==> config.mk <==
export PLATFORM = sky130hd
export DESIGN_NAME = dst_addr_filter
export DESIGN_NICKNAME = d
export VERILOG_FILES = /design/src/rtl/daf_pkg.sv /design/src/rtl/daf_crc_step.sv /design/src/rtl/daf_addr_cmp.sv /design/src/rtl/daf_hash_sel.sv /design/src/rtl/dst_addr_filter.sv
export SDC_FILE = /design/constraint.sdc
export NUM_CORES = 1
export LEC_CHECK = 0
export ABC_AREA = 1
export BUFFER_PORTS_ARGS = -buffer_cell sky130_fd_sc_hd__buf_2
export CORE_MARGIN = 2
export CORE_UTILIZATION = 56
export CTS_CLUSTER_SIZE = 14
export DETAILED_ROUTE_END_ITERATION = 16
export MAX_ROUTING_LAYER = met4
export PLACE_DENSITY = 0.87
export SKIP_CTS_REPAIR_TIMING = 1
export SYNTH_ARGS = -nofsm -noshare
export SYNTH_HDL_FRONTEND = slang
export SYNTH_SLANG_ARGS = --single-unit
==> constraint.sdc <==
create_clock -name clk -period 4.7 [get_ports clk]
set_input_delay 1.41 -clock clk [delete_from_list [all_inputs] [get_ports clk]]
set_output_delay 1.41 -clock clk [all_outputs]
set_load 0.05 [all_outputs]
==> src/rtl/daf_pkg.sv <==
// Shared constants and a CRC helper for the destination address filter.
// Assumes bytes are fed least significant bit first, as on the wire.
package daf_pkg;
    localparam int          DAF_ADDR_BYTES = 6;
    localparam int          DAF_WORD_W     = 16;
    localparam int          DAF_HASH_WORDS = 4;
    localparam int          DAF_CRC_W      = 32;
    localparam logic [31:0] DAF_CRC_POLY   = 32'hEDB8_8320;
    localparam logic [31:0] DAF_CRC_INIT   = 32'hFFFF_FFFF;
endpackage

==> src/rtl/daf_crc_step.sv <==
// One byte of a reflected CRC update, purely combinational.
// Assumes the reflected polynomial form; no inversion is applied here.
module daf_crc_step #(
    parameter int               CRC_W = daf_pkg::DAF_CRC_W,
    parameter logic [CRC_W-1:0] POLY  = daf_pkg::DAF_CRC_POLY
) (
    input  logic [CRC_W-1:0] crc_in,
    input  logic [7:0]       data_in,
    output logic [CRC_W-1:0] crc_out
);
    // Fold in the byte, then shift eight times, LSB first.
    always_comb begin
        logic [CRC_W-1:0] c;
        c = crc_in ^ {{(CRC_W-8){1'b0}}, data_in};
        for (int i = 0; i < 8; i++) begin
            if (c[0]) c = (c >> 1) ^ POLY;
            else      c = c >> 1;
        end
        crc_out = c;
    end
endmodule

==> src/rtl/daf_addr_cmp.sv <==
// Compares one address byte with the station byte at its position, and
// with the broadcast pattern. Station bytes are packed high byte first
// within each word. Assumes pos < N_BYTES whenever the result is used.
module daf_addr_cmp #(
    parameter int N_BYTES = daf_pkg::DAF_ADDR_BYTES,
    parameter int WORD_W  = daf_pkg::DAF_WORD_W,
    localparam int BPW     = WORD_W / 8,
    localparam int N_WORDS = N_BYTES / BPW,
    localparam int POS_W   = $clog2(N_BYTES + 1)
) (
    input  logic [POS_W-1:0]               pos,
    input  logic [7:0]                     data_in,
    input  logic [N_WORDS-1:0][WORD_W-1:0] station,
    output logic                           sta_eq,
    output logic                           bc_eq
);
    localparam int WIDX_W = (N_WORDS > 1) ? $clog2(N_WORDS) : 1;
    localparam int BSEL_W = (BPW > 1) ? $clog2(BPW) : 1;

    // Pick the station byte for this position and compare.
    always_comb begin
        logic [WORD_W-1:0] w;
        int                widx;
        int                bsel;
        widx   = int'(pos) / BPW;
        bsel   = int'(pos) % BPW;
        w      = '0;
        sta_eq = 1'b0;
        if (int'(pos) < N_BYTES) begin
            w      = station[WIDX_W'(widx)];
            sta_eq = (w[(WORD_W - 1 - 8 * bsel) -: 8] == data_in);
        end
        bc_eq = (data_in == 8'hFF);
    end
    logic unused_bsel;
    assign unused_bsel = ^BSEL_W;
endmodule

==> src/rtl/daf_hash_sel.sv <==
// Looks up one bit of the multicast hash table. The upper index bits
// choose a word counted from the top of the table, the lower ones a bit.
module daf_hash_sel #(
    parameter int N_WORDS = daf_pkg::DAF_HASH_WORDS,
    parameter int WORD_W  = daf_pkg::DAF_WORD_W,
    localparam int BIT_W  = $clog2(WORD_W),
    localparam int WSEL_W = (N_WORDS > 1) ? $clog2(N_WORDS) : 1,
    localparam int IDX_W  = $clog2(N_WORDS * WORD_W)
) (
    input  logic [IDX_W-1:0]               idx,
    input  logic [N_WORDS-1:0][WORD_W-1:0] table_in,
    output logic                           hit
);
    // Reverse the word select, then pick the bit.
    always_comb begin
        logic [WSEL_W-1:0] wsel;
        wsel = WSEL_W'(N_WORDS - 1) - WSEL_W'(idx[IDX_W-1:BIT_W]);
        hit  = table_in[wsel][idx[BIT_W-1:0]];
    end
endmodule

==> src/rtl/dst_addr_filter.sv <==
// Destination address filter. It tracks the byte position in the address
// and keeps running station/broadcast match flags and a CRC. It registers
// one verdict when the last address byte is taken.
// Assumes sof is only meaningful together with byte_valid.
module dst_addr_filter #(
    parameter int N_BYTES    = daf_pkg::DAF_ADDR_BYTES,
    parameter int WORD_W     = daf_pkg::DAF_WORD_W,
    parameter int HASH_WORDS = daf_pkg::DAF_HASH_WORDS,
    localparam int BPW       = WORD_W / 8,
    localparam int STA_WORDS = N_BYTES / BPW,
    localparam int CRC_W     = daf_pkg::DAF_CRC_W
) (
    input  logic                                 clk,
    input  logic                                 rst_n,
    input  logic                                 rx_en,
    input  logic                                 promisc,
    input  logic                                 hash_en,
    input  logic [STA_WORDS-1:0][WORD_W-1:0]     station_addr,
    input  logic [HASH_WORDS-1:0][WORD_W-1:0]    hash_table,
    input  logic                                 byte_valid,
    input  logic                                 sof,
    input  logic [7:0]                           byte_data,
    output logic                                 verdict_valid,
    output logic                                 verdict_accept
);
    localparam int               POS_W = $clog2(N_BYTES + 1);
    localparam int               IDX_W = $clog2(HASH_WORDS * WORD_W);
    localparam logic [POS_W-1:0] IDLE  = POS_W'(N_BYTES);
    localparam logic [POS_W-1:0] LAST  = POS_W'(N_BYTES - 1);

    logic [POS_W-1:0] pos_q;
    logic [CRC_W-1:0] crc_q;
    logic             sta_ok_q, bc_ok_q;

    logic             start, take, last;
    logic [POS_W-1:0] cur_pos;
    logic [CRC_W-1:0] crc_base, crc_nx;
    logic             sta_eq, bc_eq, sta_nx, bc_nx, hash_hit, accept_d;

    // Decode the strobes: a start byte always restarts the address.
    always_comb begin
        start    = byte_valid && sof;
        take     = start || (byte_valid && (pos_q != IDLE));
        cur_pos  = start ? '0 : pos_q;
        last     = take && (cur_pos == LAST);
        crc_base = start ? daf_pkg::DAF_CRC_INIT : crc_q;
    end

    daf_crc_step #(.CRC_W(CRC_W), .POLY(daf_pkg::DAF_CRC_POLY)) u_crc (
        .crc_in  (crc_base),
        .data_in (byte_data),
        .crc_out (crc_nx)
    );

    daf_addr_cmp #(.N_BYTES(N_BYTES), .WORD_W(WORD_W)) u_cmp (
        .pos     (cur_pos),
        .data_in (byte_data),
        .station (station_addr),
        .sta_eq  (sta_eq),
        .bc_eq   (bc_eq)
    );

    daf_hash_sel #(.N_WORDS(HASH_WORDS), .WORD_W(WORD_W)) u_hash (
        .idx      (crc_nx[CRC_W-1 -: IDX_W]),
        .table_in (hash_table),
        .hit      (hash_hit)
    );

    // Fold this byte into the match flags and form the verdict.
    always_comb begin
        sta_nx   = (start ? 1'b1 : sta_ok_q) && sta_eq;
        bc_nx    = (start ? 1'b1 : bc_ok_q) && bc_eq;
        accept_d = rx_en && (promisc || sta_nx || bc_nx || (hash_en && hash_hit));
    end

    // Position, running flags and CRC state.
    always_ff @(posedge clk) begin
        if (!rst_n) begin
            pos_q    <= IDLE;
            crc_q    <= daf_pkg::DAF_CRC_INIT;
            sta_ok_q <= 1'b0;
            bc_ok_q  <= 1'b0;
        end else if (take) begin
            pos_q    <= cur_pos + POS_W'(1);
            crc_q    <= crc_nx;
            sta_ok_q <= sta_nx;
            bc_ok_q  <= bc_nx;
        end
    end

    // Verdict strobe and held accept flag.
    always_ff @(posedge clk) begin
        if (!rst_n) begin
            verdict_valid  <= 1'b0;
            verdict_accept <= 1'b0;
        end else begin
            verdict_valid <= last;
            if (last)       verdict_accept <= accept_d;
            else if (start) verdict_accept <= 1'b0;
        end
    end

    // the strobe never lasts two cycles.
    p_single_pulse_r7: assert property (@(posedge clk) disable iff (!rst_n)
        verdict_valid |=> !verdict_valid);

    // a start byte clears the held flag.
    p_start_clears_r7: assert property (@(posedge clk) disable iff (!rst_n)
        (byte_valid && sof) |=> !verdict_accept);

    // disabled receive never yields an accept.
    p_disabled_reject_r1: assert property (@(posedge clk) disable iff (!rst_n)
        (byte_valid && !sof && pos_q == LAST && !rx_en) |=> !verdict_accept);

    // promiscuous with receive on always accepts.
    p_promisc_accept_r2: assert property (@(posedge clk) disable iff (!rst_n)
        (byte_valid && !sof && pos_q == LAST && rx_en && promisc) |=> verdict_accept);

    // no verdict unless the final byte was just taken.
    p_no_stray_r9: assert property (@(posedge clk) disable iff (!rst_n)
        (pos_q == IDLE && !(byte_valid && sof)) |=> !verdict_valid);

    // without a start, the flag only moves with a verdict.
    p_hold_r9: assert property (@(posedge clk) disable iff (!rst_n)
        (!(byte_valid && sof) && !(byte_valid && pos_q == LAST)) |=> $stable(verdict_accept));
endmodule

## Word level (Yosys, flattened, before mapping)

Index checks and enable logic that the tools add are counted.

| cells by class | value |
|---|---|
| add/subtract/negate cells | 3 |
| order comparisons | 4 |
| equality and inequality tests | 4 |
| shifts and indexed selects | 1 |
| mux-type cells | 22 |
| bitwise logic cells | 9 |
| reduce and logical (&&, ||, !) cells | 12 |

Operators with widths:

| cell | number |
|---|---|
| 32-bit 2-to-1 mux | 9 |
| 13-bit inverter with 14-bit output | 8 |
| 16-bit binary-select mux with 2-bit select | 2 |
| 16-bit 2-to-1 mux | 3 |
| 23-bit by 32-bit variable part select with 8-bit output | 1 |
| 32-bit by 8-bit bitwise XOR with 32-bit output | 1 |
| 8-bit equality test | 1 |
| 8-bit equality test, second input constant | 1 |
| 1-bit logical AND | 7 |
| 1-bit 2-to-1 mux | 6 |
| 4-bit by 5-bit less-than comparator with 1-bit output, second input constant | 1 |
| 4-bit by 4-bit subtractor with 5-bit output, first input constant | 1 |
| 1-bit binary-select mux with 4-bit select | 1 |
| 1-bit logical OR | 4 |
| 2-bit by 4-bit less-than comparator with 1-bit output, second input constant | 1 |
| 3-bit by 1-bit adder with 3-bit output, second input constant | 1 |
| 3-bit equality test, second input constant | 1 |
| 2-bit by 3-bit less-than comparator with 1-bit output, second input constant | 1 |
| 3-bit less-than comparator, second input constant | 1 |
| 3-bit 2-to-1 mux | 1 |
| 3-bit != test, second input constant | 1 |
| 2-bit nonzero test | 1 |
| 2-bit subtractor, first input constant | 1 |

| word-level totals | value |
|---|---|
| register bits after elaboration | 39 |
| input bits | 127 |
| logic and storage cells | 61 |

## Depth between registers and ports, before layout

Gate-level depths: netlist of the first run.

| logic depth | value |
|---|---|
| depth in word-level cells | 28 |
| gate-level depth with buffers | 20 |
| depth with buffers taken out | 19 |

## Hierarchy

From an unflattened synthesis of the first run, not the netlist that was laid out.

| second synthesis, totals | value |
|---|---|
| cell total of the unflattened synthesis | 791 |
| area total of the unflattened synthesis | 4434.3 um2 |

Modules (own cells, without submodules):

| module | instances | cells an instance | area each (um2) |
|---|---|---|---|
| dst_addr_filter | 1 | 230 | 1679.1 |
| daf_crc_step | 1 | 209 | 1174.9 |
| daf_addr_cmp | 1 | 200 | 883.3 |
| daf_hash_sel | 1 | 152 | 696.9 |

## Least setup slack after synthesis of the first run

No wires, ideal clock.

| timing path | value |
|---|---|
| path type | input to register |
| start point | input port sof |
| end point | register verdict_accept |
| arrival time | 2.861 ns |
| path slack | 1.725 ns |
| cell stages on the path | 19 |
| cell sequence | nand2_4 buf_6 nand3_1 nand2_4 nand2_1 nand2_2 inv_2 nand2_1 nand2_1 nand2_1 nand2_2 inv_2 nand3_1 nand3_1 nand3_1 nand3_1 nand2_1 nand2_1 nand2_1 |

| between the ends | value |
|---|---|
| cells in the longest elaborated chain, start to end | 22 |
| elaborated cells on any way between the ends | 46 |
| those cells by class | add/sub (2); order compare (1); eq/ne (2); shift (1); mux (21); bitwise (8); reduce/logical (11) |

Ends and longest elaborated chain:

| item | RTL line | text |
|---|---|---|
| from (decl) | dst_addr_filter.sv:21 | `input logic sof,` |
| 1-bit logical AND * | dst_addr_filter.sv:42 | `start = byte_valid && sof;` |
| 32-bit 2-to-1 mux | dst_addr_filter.sv:46 | `crc_base = start ? daf_pkg::DAF_CRC_INIT : crc_q;` |
| 32-bit by 8-bit bitwise XOR with 32-bit output | daf_crc_step.sv:14 | `c = crc_in ^ {{(CRC_W-8){1'b0}}, data_in};` |
| 13-bit inverter with 14-bit output (no source line) | n/a |  |
| 32-bit 2-to-1 mux (7 in a row) | daf_crc_step.sv:16 | `if (c[0]) c = (c >> 1) ^ POLY;` |
| 13-bit inverter with 14-bit output (no source line) | n/a |  |
| 32-bit 2-to-1 mux | daf_crc_step.sv:16 |  |
| 2-bit subtractor | daf_hash_sel.sv:17 | `wsel = WSEL_W'(N_WORDS - 1) - WSEL_W'(idx[IDX_W-1:BIT_W]);` |
| 16-bit binary-select mux with 2-bit select | daf_hash_sel.sv:18 | `hit = table_in[wsel][idx[BIT_W-1:0]];` |
| 16-bit 2-to-1 mux (implied by the code) | daf_hash_sel.sv:18 |  |
| 1-bit binary-select mux with 4-bit select | daf_hash_sel.sv:18 |  |
| 1-bit 2-to-1 mux (implied by the code) | daf_hash_sel.sv:18 |  |
| 1-bit logical AND | dst_addr_filter.sv:73 | `accept_d = rx_en && (promisc \|\| sta_nx \|\| bc_nx \|\| (hash_en && hash_hit));` |
| 1-bit logical OR | dst_addr_filter.sv:73 |  |
| 1-bit logical AND | dst_addr_filter.sv:73 |  |
| 1-bit 2-to-1 mux | dst_addr_filter.sv:98 | `if (last) verdict_accept <= accept_d;` |
| to (signal assigned) | dst_addr_filter.sv:98 |  |
| to (decl) | dst_addr_filter.sv:24 | `output logic verdict_accept` |

Every way passes the cells marked *; elsewhere a longest branch is shown, timed or not. The select of a mux whose other input is x is not followed.
A chain may end at the register's enable or synchronous reset.

## Final worst setup path of the first run

| timing path | value |
|---|---|
| start point | input port byte_valid |
| end point | register verdict_accept |

| between the ends | value |
|---|---|
| cells in the longest elaborated chain, start to end | 22 |
| elaborated cells on any way between the ends | 47 |
| those cells by class | add/sub (2); order compare (1); eq/ne (2); shift (1); mux (21); bitwise (8); reduce/logical (12) |

Ends and longest elaborated chain:

| item | RTL line | text |
|---|---|---|
| from (decl) | dst_addr_filter.sv:20 | `input logic byte_valid,` |
| 1-bit logical AND | dst_addr_filter.sv:42 |  |
| 32-bit 2-to-1 mux | dst_addr_filter.sv:46 |  |
| 32-bit by 8-bit bitwise XOR with 32-bit output | daf_crc_step.sv:14 |  |
| 13-bit inverter with 14-bit output (no source line) | n/a |  |
| 32-bit 2-to-1 mux (7 in a row) | daf_crc_step.sv:16 |  |
| 13-bit inverter with 14-bit output (no source line) | n/a |  |
| 32-bit 2-to-1 mux | daf_crc_step.sv:16 |  |
| 2-bit subtractor | daf_hash_sel.sv:17 |  |
| 16-bit binary-select mux with 2-bit select | daf_hash_sel.sv:18 |  |
| 16-bit 2-to-1 mux (implied by the code) | daf_hash_sel.sv:18 |  |
| 1-bit binary-select mux with 4-bit select | daf_hash_sel.sv:18 |  |
| 1-bit 2-to-1 mux (implied by the code) | daf_hash_sel.sv:18 |  |
| 1-bit logical AND | dst_addr_filter.sv:73 |  |
| 1-bit logical OR | dst_addr_filter.sv:73 |  |
| 1-bit logical AND | dst_addr_filter.sv:73 |  |
| 1-bit 2-to-1 mux | dst_addr_filter.sv:98 |  |

Several ways; a longest one is shown, not always the timed one. The select of a mux whose other input is x is not followed.

==> flow_summary.yaml, run 1 <==
clocking:
  cts.sinks: 39
  cts_buffer_depth: 2
  cts.htree.levels: 2
  cts_tree: "yes"
  root_buffer: "clkbuf_8"
  clk_pin_slew_ns: 0.08
  cts_buffers: 5
  worstSkewPairLatency_ns: 0.30
place:
  place_hpwl_mm: 8.43
  place_congestion: 0.907
  dp_cells: 830
  dpl_cell_area_mm2: 0.00447
  dp_slack_ns: 0.623
  port_buffers: 128
cells_and_area:
  area_delta_synth_final_pct: 18.2
  fin_cells: 838
  fill_cells: 628
  drive_gt1_share_pct: 23.5
  design_area_mm2: 0.00460
  layout.nets: 886
  fin_util_pct: 68.1
  antenna-diode-count: 0
sta:
  final-hold-violation-count: 0
  fin_ws_ns: 0.886
  fin_crit_ns: 3.81
  finClkSkew_ns: 0.00784
  maxSlewHeadroom_pct: 44.0
  setup_tns_ns: 0
  slew_viol_final: 0
  fin_crit_sh_pct: 81.2
  tightest_slew_ns: 0.839
  setup_violations: 0
  fmax_mhz: 262
  holdWs_ns: 0.473
  rsz0062_at_grt: "no"
floorplanning:
  pin_count: 129
  start_util_pct: 57.6
  dieWidth_um: 87.3
  rows: 30
  core_area_mm2: 0.00676
  die_h_um: 87.3
  die_area_mm2: 0.00763
detailed_routing:
  drt_iter0_markers: 247
  antenna_left: 0
  vias: 4621
  first_pass_iters: 5
  vias_per_cell: 5.51
  wl_per_cell_um: 13.3
  drt-total-wl_mm: 11.1
  drc_errors: 0
global_routing:
  grt_overflow: 0
  grt_antenna_before_repair: 0
  grt_pass1_wl_mm: 18.3
  grt_max_degree: 46
  grt_use_total_pct: 30.4
  grt_pass1_vias: 4279
synth:
  syn_avg_cell_area_um2: 5.97
  yosysSeqAreaShare_pct: 20.1
  synth_cell_type_count: 38
  ys_seq_elements: 39
  synth_area_leaders: "dfxtp_1 (20%), nand2_1 (17%), nand3_1 (10%), xor2_1 (7.7%), inv_1 (6.0%)"
  synth_top_area_share_pct: 20.1
  yosysTopAreaCell: "dfxtp_1"
  synth_edf_count: 0
  synth_top_flop_cell: "dfxtp_1"
  ys_async_sr_fraction_pct: 0
  yosys_warnings: 0
  syn_nets: 780
  syn_area_mm2: 0.00389
  synth_cells: 651
job:
  cap_violations: 0
status:
  status: "finished, final reports clean"
setup_path:
  start_kind: "input pin"
  critPathMaxFanout: 45
  critPathMaxStageDelay_ns: 0.31
  worstPathRequired_ns: 4.94
  reg2reg_depth: 19
  rrSetupSlack_ns: 2.03
  worstSetupPathType: "in2reg"
  crit_path_cell_trace: "buf_2, nand2_4, nand2_1, nand2_1, nand2_1, nand2_2, nand2_4, inv_2, nand2_1, nand2_2, nand2_2, nand2_2, nand2_1, nand3_1, nand3_1, nand3_1, nand3_1, nand2_1, nand2_1, nand2_1"
  critPathMostFrequentCell: "nand2_1"
  arrival_ns: 4.05
  timing.rr.end: "verdict_accept"
  r2r_start: "crc_q[0]"
  end_kind: "register"
  critPathSlowestCell: "nand2_4"
min_path:
  worstHoldStart: "crc_q[13]"
  hold_depth: 2
  whs_endpoint: "crc_q[13]"
  holdCritPathClass: "reg2reg"
power_and_ir_drop:
  power_density_mw_per_mm2: 365
  p_leak_nw: 2.50
  vdd_drop_max_mv: 0.209
  fin_total_pwr_mw: 1.68
==> worst max path at each step <==
| stage | startpoint | endpoint | cells after the start |
|---|---|---|---|
| final | byte_valid | verdict_accept | 20 |
| after global routing | byte_valid | verdict_accept | 20 |
| after CTS | byte_valid | verdict_accept | 20 |
| after detailed placement | byte_valid | verdict_accept | 19 |
| after global placement | byte_valid | verdict_accept | 19 |
| after floorplan | sof | verdict_accept | 19 |
==> worst max-delay path, delay by kind of cell <==
kind                   cells  cell delay [ns]
buffers and inverters      2             0.41
AND/OR/NAND/NOR           18             2.21
==> report_power, final <==
group / switching, mW / internal (mW)
clock network: 0.123 / 0.212
registers: 0.0343 / 0.392
logic: 0.583 / 0.332
total: 0.741 / 0.937
==> placed cells by master (no fill, tap or decap), types with 2 or more instances in the layout <==
cell type and instances:
a211o_1 2, a21oi_1 31, buf_2 128, buf_4 4, bufinv_16 2, clkbuf_8 5
dfxtp_1 39, ha_1 2, inv_1 62, inv_2 7, nand2_1 179, nand2_2 19
nand2_4 6, nand3_1 78, nand4_1 4, nor2_1 46, nor3_1 4, nor4_1 2
o211ai_1 17, o21a_1 7, o21ai_0 45, o21ai_1 9, o221ai_1 5, o22ai_1 3
or2_2 2, xnor2_1 6, xor2_1 34
==> final cells by class <==
class                      count  area, µm²  area share [%]
clock buffer                   6       72.6            1.58
sequential                    39        781            17.0
multi-input combinational    509       2650            57.6
clock inverter                 2       60.1            1.31
timing repair buffer         132        671            14.6
tap                           80        100            2.18
inverter                      70        265            5.77
==> logic make-up after synthesis <==
kind of cell | count (synthesis) | share of synthesized area [%]
and+or+nand+nor | 344 | 39.2
AOI/OAI and AO/OA | 121 | 18.1
buffers and inverters | 103 | 11.8
xor gates and xnor gates | 42 | 10.1
DFF | 39 | 20.1
adders and majority gates | 2 | 0.643
==> per-layer routing <==
| layer | share of wire [%] | up-vias | global-route usage, % | wire (µm) |
|---|---|---|---|---|
| met5 | 0 | - | - | 0 |
| met4 | 2.6 | 0 | 12.2 | 292 |
| met3 | 7.0 | 23 | 5.12 | 773 |
| met2 | 49 | 179 | 52.2 | 5410 |
| met1 | 42 | 2085 | 34.9 | 4630 |
| li1 | - | 2334 | - | - |
==> flip-flops by register name, summed over array words and instances (netlist names) <==
register	cells
crc_q	32
pos_q	3
bc_ok_q	1
sta_ok_q	1
verdict_accept	1
verdict_valid	1
==> cells in the mapped netlist, types with 3 or more instances <==
cell type	instances
o221ai_1	5
nand3_1	78
o22ai_1	3
nor2_1	46
o21ai_1	9
nand2_4	6
o21a_1	7
xnor2_1	6
buf_6	4
dfxtp_1	39
nand2_1	179
xor2_1	34
buf_4	5
inv_2	7
o211ai_1	17
nand2_2	19
a21oi_1	31
clkbuf_1	13
buf_2	8
nand4_1	4
o21ai_0	45
nor3_1	4
inv_1	62
No activity file was read; power rests on OpenSTA's default activity.
==> run 2: changes to the inputs <==
CORE_UTILIZATION = 47   (was 56)
PLACE_DENSITY = 0.78   (was 0.87)
clock period = 3.3 ns   (was 4.7 ns; I/O delays follow)
==> flow_summary.yaml, run 2 (synthesis results as in run 1) <==
floorplanning:
  rows: 33
  dieWidth_um: 95.0
  pin_count: 129
  die_h_um: 95.0
  start_util_pct: 47.8
  core_area_mm2: 0.00813
  die_area_mm2: 0.00902
detailed_routing:
  first_pass_iters: 5
  wl_per_cell_um: 13.1
  drt_iter0_markers: 214
  drc_errors: 0
  vias: 4569
  drt-total-wl_mm: 11.5
  antenna_left: 0
  vias_per_cell: 5.22
sta:
  rsz0062_at_grt: "no"
  fmax_mhz: 346
  setup_tns_ns: 0
  setup_violations: 0
  tightest_slew_ns: 0.813
  slew_viol_final: 0
  fin_crit_ns: 2.89
  fin_crit_sh_pct: 87.5
  maxSlewHeadroom_pct: 45.8
  finClkSkew_ns: 0.00297
  final-hold-violation-count: 0
  fin_ws_ns: 0.411
cells_and_area:
  largest_reg_flops: 32
  drive_gt1_share_pct: 24.8
  area_delta_synth_final_pct: 20.6
  layout.nets: 898
  antenna-diode-count: 0
  final_common_cell: "nand2_1"
  reg_top3: "crc_q (32), pos_q (3)"
  regMostFlops: "crc_q"
  layout_common_cells: "nand2_1 (179), buf_2 (128), nand3_1 (78)"
job:
  cap_violations: 0
clocking:
  cts_buffers: 5
  worstSkewPairLatency_ns: 0.29
  cts_buffer_depth: 2
  clk_pin_slew_ns: 0.08
  cts.sinks: 39
  cts_tree: "yes"
  root_buffer: "clkbuf_8"
  cts.htree.levels: 2
setup_path:
  start_kind: "input pin"
  critPathMaxFanout: 28
  end_kind: "register"
  worstPathRequired_ns: 3.49
  arrival_ns: 3.08
  worstSetupPathType: "in2reg"
min_path:
  holdCritPathClass: "reg2reg"
place:
  dp_slack_ns: 0.132
  place_hpwl_mm: 8.95
  port_buffers: 128
  place_congestion: 0.968
global_routing:
  grt_use_total_pct: 26.4
  grt_pass1_vias: 4161
  grt_max_degree: 42
  grt_pass1_wl_mm: 18.8
  grt_overflow: 0
  grt_antenna_before_repair: 0
power_and_ir_drop:
  power_density_mw_per_mm2: 489
  vdd_drop_max_mv: 0.251
  p_leak_nw: 2.54
status:
  status: "finished, final reports clean"
## run 2: stage by stage
| step | utilization, % | power [mW] | hold slack [ns] | instances | cell area, µm² |
|---|---|---|---|---|---|
| 4_1_cts | 57.6 | 2.28 | 0.477 | 875 | 4690 |
| 3_3_place_gp | 56.5 | 1.92 | 0.449 | 867 | 4600 |
| 3_5_place_dp | 56.5 | 1.95 | 0.455 | 867 | 4600 |
| 5_1_grt | 57.6 | 2.50 | 0.494 | 875 | 4690 |
| 6_report | 57.6 | 2.29 | 0.472 | 875 | 4690 |
| 2_1_floorplan | - | 1.62 | 0.436 | 651 | 3890 |
## run 2: cell type report
class,instances,area (µm²)
clock buffers,5,68.8
inverters,70,265
multi-input cells,509,2650
clock inverters,3,20.0
well taps,105,131
fillers,811,3450
repair buffers,144,773
flip-flops and latches,39,781
## run 2: final timing paths
path,endpoint,startpoint,cells after the start,slack [ns]
worst max-delay path,verdict_accept,byte_valid,19,0.41
worst min-delay path,crc_q[13],crc_q[13],2,0.47
worst max register to register,verdict_accept,crc_q[1],18,1.14
worst min register to register,crc_q[13],crc_q[13],2,0.47
## run 2: worst max-delay path: stages
cell and delay (ns):
buf_2 0.12, nand2_4 0.26, nand3_1 0.19, nand2_4 0.12, nand2_4 0.11, nand2_4 0.14
inv_2 0.06, nand2_1 0.11, nand2_2 0.11, nand2_2 0.09, nand2_2 0.11, nand2_1 0.09
nand3_1 0.07, nand3_1 0.09, nand3_1 0.08, nand3_1 0.12, nand2_1 0.06, nand2_1 0.06
nand2_1 0.06
## run 2: power breakdown
| group | internal [mW] | total (mW) | switching (mW) |
|---|---|---|---|
| logic | 0.512 | 1.36 | 0.846 |
| registers | 0.558 | 0.603 | 0.0449 |
| clock network | 0.147 | 0.333 | 0.185 |
| total | 1.22 | 2.29 | 1.08 |
## run 2: routing by layer
layer / up-vias / part of all wire, % / track usage (%)
met2: 174 / 48 / 45.2
li1: 2354 / - / -
met1: 2019 / 44 / 32.7
met4: 0 / 2.0 / 7.49
met5: - / 0 / -
met3: 22 / 5.7 / 2.95
